===== src/rtl/sens_track_pkg.sv =====
package sens_track_pkg;
  localparam int AW   = 12;
  localparam int IW   = 8;
  localparam int NSRC = 4;
  localparam int NIRQ = NSRC + 1;

  localparam logic [AW-1:0] A_KEY    = 12'h000;
  localparam logic [AW-1:0] A_CTRL   = 12'h001;
  localparam logic [AW-1:0] A_ISR    = 12'h002;
  localparam logic [AW-1:0] A_MASK   = 12'h003;
  localparam logic [AW-1:0] A_IEN    = 12'h004;
  localparam logic [AW-1:0] A_IDIS   = 12'h005;
  localparam logic [AW-1:0] A_SRCIDX = 12'h006;
  localparam logic [AW-1:0] A_SRCVLD = 12'h007;
  localparam logic [AW-1:0] B_NEW    = 12'h010;
  localparam logic [AW-1:0] B_CHEN   = 12'h020;
  localparam logic [AW-1:0] B_AEN    = 12'h030;
  localparam logic [AW-1:0] B_AFLG   = 12'h040;
  localparam logic [AW-1:0] B_CHAN   = 12'h100;

  localparam logic [2:0] K_CUR = 3'd0;
  localparam logic [2:0] K_MIN = 3'd1;
  localparam logic [2:0] K_MAX = 3'd2;
  localparam logic [2:0] K_LO  = 3'd3;
  localparam logic [2:0] K_HI  = 3'd4;

  // window test: strictly outside [lo, hi]
  function automatic logic out_of_window(logic [31:0] s, logic [31:0] lo, logic [31:0] hi);
    return (s < lo) || (s > hi);
  endfunction

  function automatic logic [31:0] pick_lower(logic [31:0] a, logic [31:0] b);
    return (b < a) ? b : a;
  endfunction

  function automatic logic [31:0] pick_upper(logic [31:0] a, logic [31:0] b);
    return (b > a) ? b : a;
  endfunction
endpackage


===== src/rtl/sens_track_lock.sv =====
module sens_track_lock #(
  parameter logic [31:0] KEY = 32'hF9E8D7C6
) (
  input  logic        clk,
  input  logic        rst_n,
  input  logic        key_we,
  input  logic [31:0] key_val,
  output logic        unlocked
);
  always_ff @(posedge clk) begin
    if (!rst_n)      unlocked <= 1'b0;
    else if (key_we) unlocked <= (key_val == KEY);
  end
endmodule


===== src/rtl/sens_track_chan.sv =====
module sens_track_chan
  import sens_track_pkg::*;
#(
  parameter int DW = 16
) (
  input  logic          clk,
  input  logic          rst_n,
  input  logic          take,
  input  logic          clr_mm,
  input  logic          wr_lo,
  input  logic          wr_hi,
  input  logic [DW-1:0] sample,
  input  logic [DW-1:0] wval,
  output logic [DW-1:0] cur,
  output logic [DW-1:0] mn,
  output logic [DW-1:0] mx,
  output logic [DW-1:0] lo,
  output logic [DW-1:0] hi,
  output logic          viol
);
  logic [DW-1:0] base_mn, base_mx;

  always_comb begin
    base_mn = clr_mm ? '1 : mn;
    base_mx = clr_mm ? '0 : mx;
    viol    = out_of_window(32'(sample), 32'(lo), 32'(hi));
  end

  always_ff @(posedge clk) begin
    if (!rst_n) begin
      cur <= '0;
      mn  <= '1;
      mx  <= '0;
      lo  <= '0;
      hi  <= '1;
    end else begin
      if (take) cur <= sample;
      if (take || clr_mm) begin
        mn <= take ? DW'(pick_lower(32'(base_mn), 32'(sample))) : base_mn;
        mx <= take ? DW'(pick_upper(32'(base_mx), 32'(sample))) : base_mx;
      end
      if (wr_lo) lo <= wval;
      if (wr_hi) hi <= wval;
    end
  end
endmodule


===== src/rtl/sens_track_irq.sv =====
module sens_track_irq #(
  parameter int N = 5
) (
  input  logic         clk,
  input  logic         rst_n,
  input  logic [N-1:0] ev,
  input  logic         clr_we,
  input  logic         en_we,
  input  logic         dis_we,
  input  logic [N-1:0] wbits,
  output logic [N-1:0] isr,
  output logic [N-1:0] mask,
  output logic         irq
);
  logic [N-1:0] clr_bits;

  always_comb begin
    clr_bits = clr_we ? wbits : '0;
    irq      = |(isr & ~mask);
  end

  always_ff @(posedge clk) begin
    if (!rst_n) begin
      isr  <= '0;
      mask <= '1;
    end else begin
      isr <= (isr & ~clr_bits) | ev;
      if (en_we)       mask <= mask & ~wbits;
      else if (dis_we) mask <= mask | wbits;
    end
  end
endmodule


===== src/rtl/sens_track.sv =====
module sens_track
  import sens_track_pkg::*;
#(
  parameter int          NCH = 8,
  parameter int          DW  = 16,
  parameter logic [31:0] KEY = 32'hF9E8D7C6
) (
  input  logic          clk,
  input  logic          rst_n,
  input  logic          res_vld,
  input  logic [IW-1:0] res_ch,
  input  logic [DW-1:0] res_val,
  input  logic          reg_we,
  input  logic [AW-1:0] reg_addr,
  input  logic [31:0]   reg_wdata,
  output logic [31:0]   reg_rdata,
  output logic          irq
);
  localparam int NW = (NCH + 31) / 32;
  localparam int NB = NW * 32;

  // named internal events
  logic             unlocked;
  logic             cfg_we;
  logic             wr_key;
  logic             clr_mm;
  logic [NCH-1:0]   take;
  logic             take_any;
  logic [NCH-1:0]   viol;
  logic [NCH-1:0]   aset;
  logic [NIRQ-1:0]  irq_ev;
  logic [NIRQ-1:0]  isr, mask;

  logic [NB-1:0] vmask, newf, chen, aen, aflg;
  logic [NB-1:0] new_clr, af_clr;

  logic [DW-1:0] cur_a [NCH];
  logic [DW-1:0] mn_a  [NCH];
  logic [DW-1:0] mx_a  [NCH];
  logic [DW-1:0] lo_a  [NCH];
  logic [DW-1:0] hi_a  [NCH];
  logic [NCH*DW-1:0] cur_flat, mn_flat, mx_flat, lo_flat, hi_flat;

  logic [IW-1:0]   src_idx [NSRC];
  logic [NSRC-1:0] src_vld;

  logic [AW-1:0] ch_off;
  logic          in_chan;
  logic [AW-4:0] ch_sel;
  logic [2:0]    ch_fld;

  sens_track_lock #(.KEY(KEY)) u_lock (
    .clk(clk), .rst_n(rst_n), .key_we(wr_key), .key_val(reg_wdata), .unlocked(unlocked)
  );

  always_comb begin
    wr_key   = reg_we && (reg_addr == A_KEY);
    cfg_we   = reg_we && unlocked;
    clr_mm   = reg_we && (reg_addr == A_CTRL) && reg_wdata[0];
    ch_off   = reg_addr - B_CHAN;
    in_chan  = (reg_addr >= B_CHAN) && (ch_off < AW'(NCH * 8));
    ch_sel   = ch_off[AW-1:3];
    ch_fld   = ch_off[2:0];
    take_any = |take;
    for (int i = 0; i < NB; i++) vmask[i] = (i < NCH);
    for (int w = 0; w < NW; w++) begin
      new_clr[w*32 +: 32] = (reg_we && reg_addr == B_NEW  + AW'(w)) ? reg_wdata : 32'h0;
      af_clr [w*32 +: 32] = (reg_we && reg_addr == B_AFLG + AW'(w)) ? reg_wdata : 32'h0;
    end
  end

  genvar c;
  generate
    for (c = 0; c < NCH; c++) begin : g_ch
      logic wr_lo_c, wr_hi_c;
      assign take[c]  = res_vld && (res_ch == IW'(c)) && chen[c];
      assign wr_lo_c  = cfg_we && in_chan && (ch_sel == (AW-3)'(c)) && (ch_fld == K_LO);
      assign wr_hi_c  = cfg_we && in_chan && (ch_sel == (AW-3)'(c)) && (ch_fld == K_HI);
      assign aset[c]  = take[c] && aen[c] && viol[c];

      sens_track_chan #(.DW(DW)) u_chan (
        .clk(clk), .rst_n(rst_n), .take(take[c]), .clr_mm(clr_mm),
        .wr_lo(wr_lo_c), .wr_hi(wr_hi_c), .sample(res_val), .wval(reg_wdata[DW-1:0]),
        .cur(cur_a[c]), .mn(mn_a[c]), .mx(mx_a[c]), .lo(lo_a[c]), .hi(hi_a[c]),
        .viol(viol[c])
      );

      assign cur_flat[c*DW +: DW] = cur_a[c];
      assign mn_flat [c*DW +: DW] = mn_a[c];
      assign mx_flat [c*DW +: DW] = mx_a[c];
      assign lo_flat [c*DW +: DW] = lo_a[c];
      assign hi_flat [c*DW +: DW] = hi_a[c];
    end

    for (c = 0; c < NSRC; c++) begin : g_src
      assign irq_ev[c] = src_vld[c] && take_any && (res_ch == src_idx[c]);
    end
  endgenerate

  assign irq_ev[NSRC] = |aset;

  // flag and enable words
  always_ff @(posedge clk) begin
    if (!rst_n) begin
      newf <= '0;
      aflg <= '0;
      chen <= '0;
      aen  <= '0;
    end else begin
      newf <= (newf & ~new_clr) | (NB'(take) & vmask);
      aflg <= (aflg & ~af_clr)  | (NB'(aset) & vmask);
      for (int w = 0; w < NW; w++) begin
        if (cfg_we && reg_addr == B_CHEN + AW'(w))
          chen[w*32 +: 32] <= reg_wdata & vmask[w*32 +: 32];
        if (cfg_we && reg_addr == B_AEN + AW'(w))
          aen[w*32 +: 32] <= reg_wdata & vmask[w*32 +: 32];
      end
    end
  end

  // interrupt source selection
  always_ff @(posedge clk) begin
    if (!rst_n) begin
      src_vld <= '0;
      for (int i = 0; i < NSRC; i++) src_idx[i] <= '0;
    end else begin
      if (cfg_we && reg_addr == A_SRCIDX)
        for (int i = 0; i < NSRC; i++) src_idx[i] <= reg_wdata[i*8 +: IW];
      if (cfg_we && reg_addr == A_SRCVLD)
        src_vld <= reg_wdata[NSRC-1:0];
    end
  end

  sens_track_irq #(.N(NIRQ)) u_irq (
    .clk(clk), .rst_n(rst_n), .ev(irq_ev),
    .clr_we(reg_we && reg_addr == A_ISR),
    .en_we(cfg_we && reg_addr == A_IEN),
    .dis_we(cfg_we && reg_addr == A_IDIS),
    .wbits(reg_wdata[NIRQ-1:0]),
    .isr(isr), .mask(mask), .irq(irq)
  );

  // read mux
  always_comb begin
    reg_rdata = 32'h0;
    if (reg_addr == A_KEY)    reg_rdata = {31'h0, unlocked};
    if (reg_addr == A_ISR)    reg_rdata = 32'(isr);
    if (reg_addr == A_MASK)   reg_rdata = 32'(mask);
    if (reg_addr == A_SRCVLD) reg_rdata = 32'(src_vld);
    if (reg_addr == A_SRCIDX)
      for (int i = 0; i < NSRC; i++) reg_rdata[i*8 +: 8] = 8'(src_idx[i]);
    for (int w = 0; w < NW; w++) begin
      if (reg_addr == B_NEW  + AW'(w)) reg_rdata = newf[w*32 +: 32];
      if (reg_addr == B_CHEN + AW'(w)) reg_rdata = chen[w*32 +: 32];
      if (reg_addr == B_AEN  + AW'(w)) reg_rdata = aen [w*32 +: 32];
      if (reg_addr == B_AFLG + AW'(w)) reg_rdata = aflg[w*32 +: 32];
    end
    if (in_chan)
      for (int i = 0; i < NCH; i++)
        if (ch_sel == (AW-3)'(i))
          case (ch_fld)
            K_CUR:   reg_rdata = 32'(cur_a[i]);
            K_MIN:   reg_rdata = 32'(mn_a[i]);
            K_MAX:   reg_rdata = 32'(mx_a[i]);
            K_LO:    reg_rdata = 32'(lo_a[i]);
            K_HI:    reg_rdata = 32'(hi_a[i]);
            default: reg_rdata = 32'h0;
          endcase
  end
endmodule


===== config.mk =====
export PLATFORM = sky130hd
export DESIGN_NAME = sens_track
export DESIGN_NICKNAME = d
export VERILOG_FILES = /design/src/rtl/sens_track_pkg.sv /design/src/rtl/sens_track_lock.sv /design/src/rtl/sens_track_chan.sv /design/src/rtl/sens_track_irq.sv /design/src/rtl/sens_track.sv
export SDC_FILE = /design/constraint.sdc
export NUM_CORES = 2
export LEC_CHECK = 0
export ABC_AREA = 1
export CORE_MARGIN = 2
export CORE_UTILIZATION = 50
export DETAILED_ROUTE_END_ITERATION = 7
export DONT_BUFFER_PORTS = 1
export GPL_TIMING_DRIVEN = 1
export PLACE_DENSITY_LB_ADDON = 0.08
export SYNTH_ARGS = -nofsm -noshare
export SYNTH_HDL_FRONTEND = slang
export SYNTH_SLANG_ARGS = --single-unit

===== constraint.sdc =====
create_clock -name clk -period 6.3 [get_ports clk]
set_input_delay 0.315 -clock clk [delete_from_list [all_inputs] [get_ports clk]]
set_output_delay 0.315 -clock clk [all_outputs]
set_load 0.01 [all_outputs]

# After elaboration in Yosys (flattened, before gate mapping)

Memories as Yosys holds them, arrays and structs flattened.
Index checks and enable logic that the tools add are counted.

Bitwise operators: 18
Order comparisons: 34
Divide/modulo/power cells: 0
Multiply operators: 0
Reductions and logical operators: 103
Equality and inequality tests: 34
Mux-type cells: 87
Add/sub/neg operators: 1
Shift-type cells: 0

Operators with widths:

| operator                                       | number |
|---|---|
| two-way mux 16 bit                             | 48 |
| case mux 16 bit (5 select lines)               | 8 |
| two-way mux 32 bit                             | 16 |
| > comparator 16 bit                            | 16 |
| < comparator 16 bit                            | 16 |
| logical AND 1 bit                              | 79 |
| bitwise AND 32 bit                             | 2 |
| NOT 32 bit                                     | 2 |
| bitwise OR 32 x 8 -> 32 bit                    | 2 |
| == test 12 x 3 -> 1 bit, second input constant | 4 |
| == test 9 x 3 -> 1 bit, second input constant  | 4 |
| == test 32 bit, second input constant          | 1 |
| == test 8 x 3 -> 1 bit, second input constant  | 4 |
| == test 8 bit                                  | 4 |
| two-way mux 8 bit                              | 4 |
| two-way mux 5 bit                              | 6 |
| == test 12 x 2 -> 1 bit, second input constant | 2 |
| == test 12 x 6 -> 1 bit, second input constant | 2 |
| == test 9 x 2 -> 1 bit, second input constant  | 2 |
| == test 8 x 2 -> 1 bit, second input constant  | 2 |
| logical OR 1 bit                               | 16 |
| OR reduction 8 bit                             | 2 |
| bitwise AND 5 bit                              | 3 |
| NOT 5 bit                                      | 3 |
| 20 further kinds                               | 29 |

Logic and storage cells: 326
Bits in registers: 735
Latch bits: 0
Memory bits (read-only): 0
Bits in writable memories: 32
Memories: 1
Output and inout bits: 33

Memory list:

| name    | words | width | read ports | clocked after Yosys merged registers in | write ports | line             | source |
|---|---|---|---|---|---|---|---|
| src_idx | 4     | 8     | 4          | 0                                       | 4           | sens_track.sv:44 | `logic [IW-1:0] src_idx [NSRC];` |

# Depth between registers and ports, before layout

Depth after elaboration: 19
Mapped depth: 22
Mapped depth without buffers: 22

# Cells and area by module

From an unflattened synthesis, not the netlist that was laid out.

Cell total of the unflattened synthesis: 6839
Area total of the unflattened synthesis: 48166.2 um2

Modules (own cells, without submodules):

| module                                | times used | cells an instance | area an instance (um2) | seq. area each (um2) |
|---|---|---|---|---|
| sens_track_chan at g_ch[1].u_chan ... | 7          | 609               | 4503.1                 | 1601.5 |
| sens_track                            | 1          | 1849              | 11559.8                | 2642.5 |
| sens_track_chan at g_ch[0].u_chan     | 1          | 609               | 4429.2                 | 1601.5 |
| sens_track_irq                        | 1          | 72                | 460.4                  | 200.2 |
| sens_track_lock                       | 1          | 46                | 195.2                  | 20.0 |

# Worst setup path after synthesis

No wires, ideal clock.

Path type: input-to-reg
Start: in reg_addr[9]
End: mem src_idx[0][0], enable pin
Setup slack: 2.306 ns
Library setup time: 0.466 ns
Arrival time: 3.529 ns
Cell stages on the path: 7
Buffers on the path: 1
Data required time: 5.834 ns
Cell sequence: inv_1 -> ha_1 -> nand3_4 -> inv_2 -> nand2_1 -> buf_2 -> o21ai_0

RTL lines:

| what        | line             | source |
|---|---|---|
| from (decl) | sens_track.sv:14 | `input logic [AW-1:0] reg_addr,` |
| to (decl)   | sens_track.sv:44 |  |

# Worst setup path after layout

Start: in reg_addr[1]
End: out reg_rdata[15]

Longest elaborated chain between the ends: 15
Elaborated cells between the ends (all ways): 44

RTL lines:

| what                                                                 | line              | source |
|---|---|---|
| branches (longest 14 deep; another with subtractor 12 x 9 -> 12 bit) | -                 |  |
| two-way mux 32 bit *                                                 | sens_track.sv:158 | `if (in_chan)` |
| to (decl)                                                            | sens_track.sv:16  | `output logic [31:0] reg_rdata,` |

Every way passes the cells marked *.

==> summary.md <==
| Metric | Value |
|---|---|
| Status | complete, no violations |
| Critical path launch point type | input port |
| Hold Path Class | in2reg |
| TritonCTS clock tree | built |
| Multiplexer fraction of the synthesized cell area | 0 |
| Number of warnings printed during yosys synthesis | 0 |
| Synthesized flop and latch total | 767 |
| Static leakage | between 0.02 and 0.025 uW |
| Die width | 310.0 um |
| Most used cells in the layout excluding fill and tap cells | nand2_1 (1463), dfxtp_1 (735), a21oi_1 (656) |
| Setup slack of the worst register-to-register path | around 2.5 ns |
| Worst Hold End | u_irq.isr[2]$_SDFF_PN0_ |
| Library cell appearing most often on the critical path | nand2_1 |
| Root buffer cell | clkbuf_16 |
| Largest family of logic cells by synthesized area | compound AO/OA/AOI/OAI gates |
| Number of distinct library cell variants in the gate-level netlist after synthesis | 66 |
| Crit path buffers/inverters | 1 |
| Worst clock skew on the final layout | roughly 0.020 ns |
| Remaining routing DRC violations | 0 |
| Largest fanout on the critical path | 15 |
| Filler instances | 9039 |
| Mean cell area of the mapped netlist | between 7 and 8 um2 |
| Cts-stage hold buffer count | between 100 and 150 |
| Smallest setup slack after layout | 1.688 ns |
| Xor and xnor area share after synthesis | 0.002271 |
| Deepest level of the CTS H-tree | 3 |
| Hold_sp | res_ch[4] |
| Total gr overflow | 0 |
| Minimum period implied by the final worst setup slack | 4.612 ns |
| Routed length per instance | ~29 um |
| Number of stages on the worst hold path | 4 |
| Setup_tns | 0 ns |
| Number of hold violations in the final report | 0 |
| Setup crit end kind | primary output |
| Slowest stage cell, crit path | inv_1 |
| Fin. max-slew vios | 0 |
| CP Class | in2out |
| FF-to-FF Start | u_lock.unlocked$_SDFFE_PN0P_ |
| Fraction of the mapped netlist area in adder cells | 0.1336 |
| Max-slew headroom at the worst pin | 0.1029 |
| Pre-Repair DR Iteration Count | 8 |
| Total standard cell area after synthesis | about 47000 um2 |
| Initial antenna violation count | 18 |
| Number of nets in the finished design | 6902 |
| Setup slack after placement | 1.883 ns |
| Sequential cell area in the final layout | around 16000 um2 |
| Overall via count from detail_route | a little under 50k |
| RD Place Congestion | 1.020 |
| Clk pin slew, worst setup/hold paths | roughly 0.06 ns |
| Maximum root-to-sink buffer count | 3 |
| Critical path, cell by cell | nor2_1, nand2_1, nor2_1, nand4_1, inv_1, nand2_1, a22oi_1, o21ai_0, nand2_1, o211ai_1, nor4_1, a21oi_1 |
| Chip height | slightly above 300 um |
| Utilization after layout | 0.5619 |
| Clock latency reported for the late side of the worst-skew pair | 0.70 ns |
| Placeable core area | a little over 90000 um2 |
| Portion of the clock cycle consumed by the worst path in the final layout | 0.7320 |
| Basic-gate share of the synthesized area counting and, or, nand and nor cells | 0.1964 |
| Final setup fails | 0 |
| Share of the yosys chip area belonging to registers | 0.3348 |
| Post-cts gate resize count | 0 |
| Arrival time at the worst endpoint | 4.30 ns |
| # IOs | 105 |
| Dominant delay contributor by cell family on the critical path | simple AND/OR/NAND/NOR gates |
| Compound-Gate Fraction of Synth Area | 0.2465 |
| Critical R2R Capture | g_ch[4].u_chan.hi[1]$_SDFFE_PN1P_ |
| First-pass GRT wire length | 310.1 mm |
| Synthesis-to-finish area growth | 11.67% |
| Syn Nets | about 7k |
| First-iteration detailed-routing DRC count | 6646 |
| Number of global-route vias before repair | between 40k and 50k |
| Floorplan die area | approximately 96000 um2 |
| Placement row count | roughly 110 |
| Power density normalized to cell area | between 200 and 250 nW/um2 |
| Async set-or-reset flop fraction in the synthesized netlist | 0 |
| Setup repair after global routing missed its margin | no |
| Required @ worst endpoint | 5.98 ns |
| Number of enable-type register cells in the synthesized netlist | 32 |
| Worst-case vdd ir drop | around 0.22 mV |
| Delay contributed by the slowest stage of the critical path | 0.71 ns |
| Total Power Consumption | about 12000 uW |
| Number of buffers created by CTS | 90 |
| Final wirelength | approximately 220 mm |
| Max Freq | roughly 0.22 GHz |
| Total routing usage reported by global routing | 0.4470 |
| FF-to-FF path depth | 8 |
| Number of standard cells after synthesis | roughly 6.4k |
| Effective utilization at floorplan | 0.5032 |
| Combined area of the multi-input logic cells | around 27000 um2 |
| MaxCap Viol Count | 0 |
| Measured slew at the worst slew-check pin | 1.344 ns |
| Share of cells above drive strength 1 | 0.05151 |
| Detailed Place HPWL | 127.2 mm |
| Most common library cell in the layout ignoring fill and taps | nand2_1 |
| I/O Buffers | 0 |
| Smallest hold slack | around 0.018 ns |
| Number of antenna-violating nets in the routed design | 0 |
| Commonest register cell after synthesis | dfxtp_1 |
| Largest net degree at the start of global routing | 436 |
| Via-per-instance ratio | roughly 6.4 |
| Setup fix buffers added after clock tree synthesis | 0 |
| CTS sink cnt | ~770 |
[flip-flops by register name, indices dropped and copies added, names as in the netlist, named ones only]
name	cells
chen	8
aflg	32
aen	8
src_idx	32
g_ch.u_chan.mx	128
src_vld	4
g_ch.u_chan.lo	128
newf	32
g_ch.u_chan.cur	128
g_ch.u_chan.mn	128
u_irq.isr	5
u_lock.unlocked	1
g_ch.u_chan.hi	128
[stage by stage]
stage	instances	instance area, um2
finish	7679	52290
global route	7668	52260
CTS	7658	52180
detailed placement	7343	47230
global placement	7343	47230
floorplan	6435	46820
[per-layer routing]
metal  GRT usage  vias to the layer above  share of wire
met4      0.3151                        2          0.084
met1      0.5789                    22782           0.38
met3      0.1310                      780           0.14
met2      0.6339                     3145           0.40
met5           0                        -       0.000036
li1            -                    22165              -
[synthesized netlist by cell type, types with 6 or more instances]
cell type  count  area [um2]
a211oi_1     131       983.4
a21o_1         9       67.56
a21oi_1      656        3283
a221o_1        9       90.09
a221oi_1      75       656.9
a22o_1         9       78.83
a22oi_1       11       82.58
a31oi_1       25       156.4
buf_1         19       71.32
buf_2         94       470.5
buf_6         14       157.7
clkbuf_1     271        1017
clkinv_1      15       56.30
dfxtp_1      735       14710
edfxtp_1      32       960.9
ha_1         500        6256
inv_1        583        2188
inv_2         13       48.80
nand2_1     1466        5503
nand2_2       13       81.33
nand3_1      166       830.8
nand4_1       59       369.1
nor2_1       403        1513
nor2_2         6       37.54
nor2_4         6       67.56
nor3_1        53       265.3
nor3_2         7       70.07
nor4_1        25       156.4
o2111ai_1      7       61.31
o211ai_1     304        2282
o21a_1        15       112.6
o21ai_0      427        2137
o21ai_1       47       235.2
o221ai_1      33       289.0
o22ai_1      120       750.7
or2_2          8       50.05
xor2_1         7       61.31
[cells by family after synthesis]
logic type	Yosys count
and+or+nand+nor	2235
AOI/OAI and AO/OA	1908
buffers and inverters	1015
xor gates and xnor gates	10
adders and majority gates	500
DFF	767
[worst register-to-register path, cell delays in order, from the launching register on]
cell and delay, ns:
dfxtp_1 0.37, nand2_1 0.13, inv_1 0.30, nand2_2 0.50, nor3_4 1.12, nand2_1 0.10, dlygate4sd3_1 0.60, o211ai_1 0.08
dlygate4sd3_1 0.57
[power by group]
part | switching, uW | internal, uW
registers | 7.28 | 4890
clock network | 2320 | 3360
logic | 747 | 284
total | 3080 | 8530
[layout make-up]
class,count,share of cell area
multi-input cells,4653,0.5199
flip-flops and latches,767,0.2998
clock buffers,131,0.05181
repair buffers,206,0.04465
inverters,612,0.04425
well taps,1254,0.03001
clock inverters,38,0.008710
diodes,18,0.0008615
[how the worst max path moves through the flow]
stage	start	end	slack, ns	cells past startpoint
floorplan	reg_addr[9]	src_idx[0][0]$_SDFFCE_PN0P_	2.31	7
global placement	reg_addr[1]	reg_rdata[15]	1.75	12
detailed placement	reg_addr[1]	reg_rdata[15]	1.88	12
CTS	reg_addr[1]	reg_rdata[15]	1.86	12
global route	reg_addr[1]	reg_rdata[15]	1.62	12
finish	reg_addr[1]	reg_rdata[15]	1.69	12
Power figures use the tool's default switching activity.
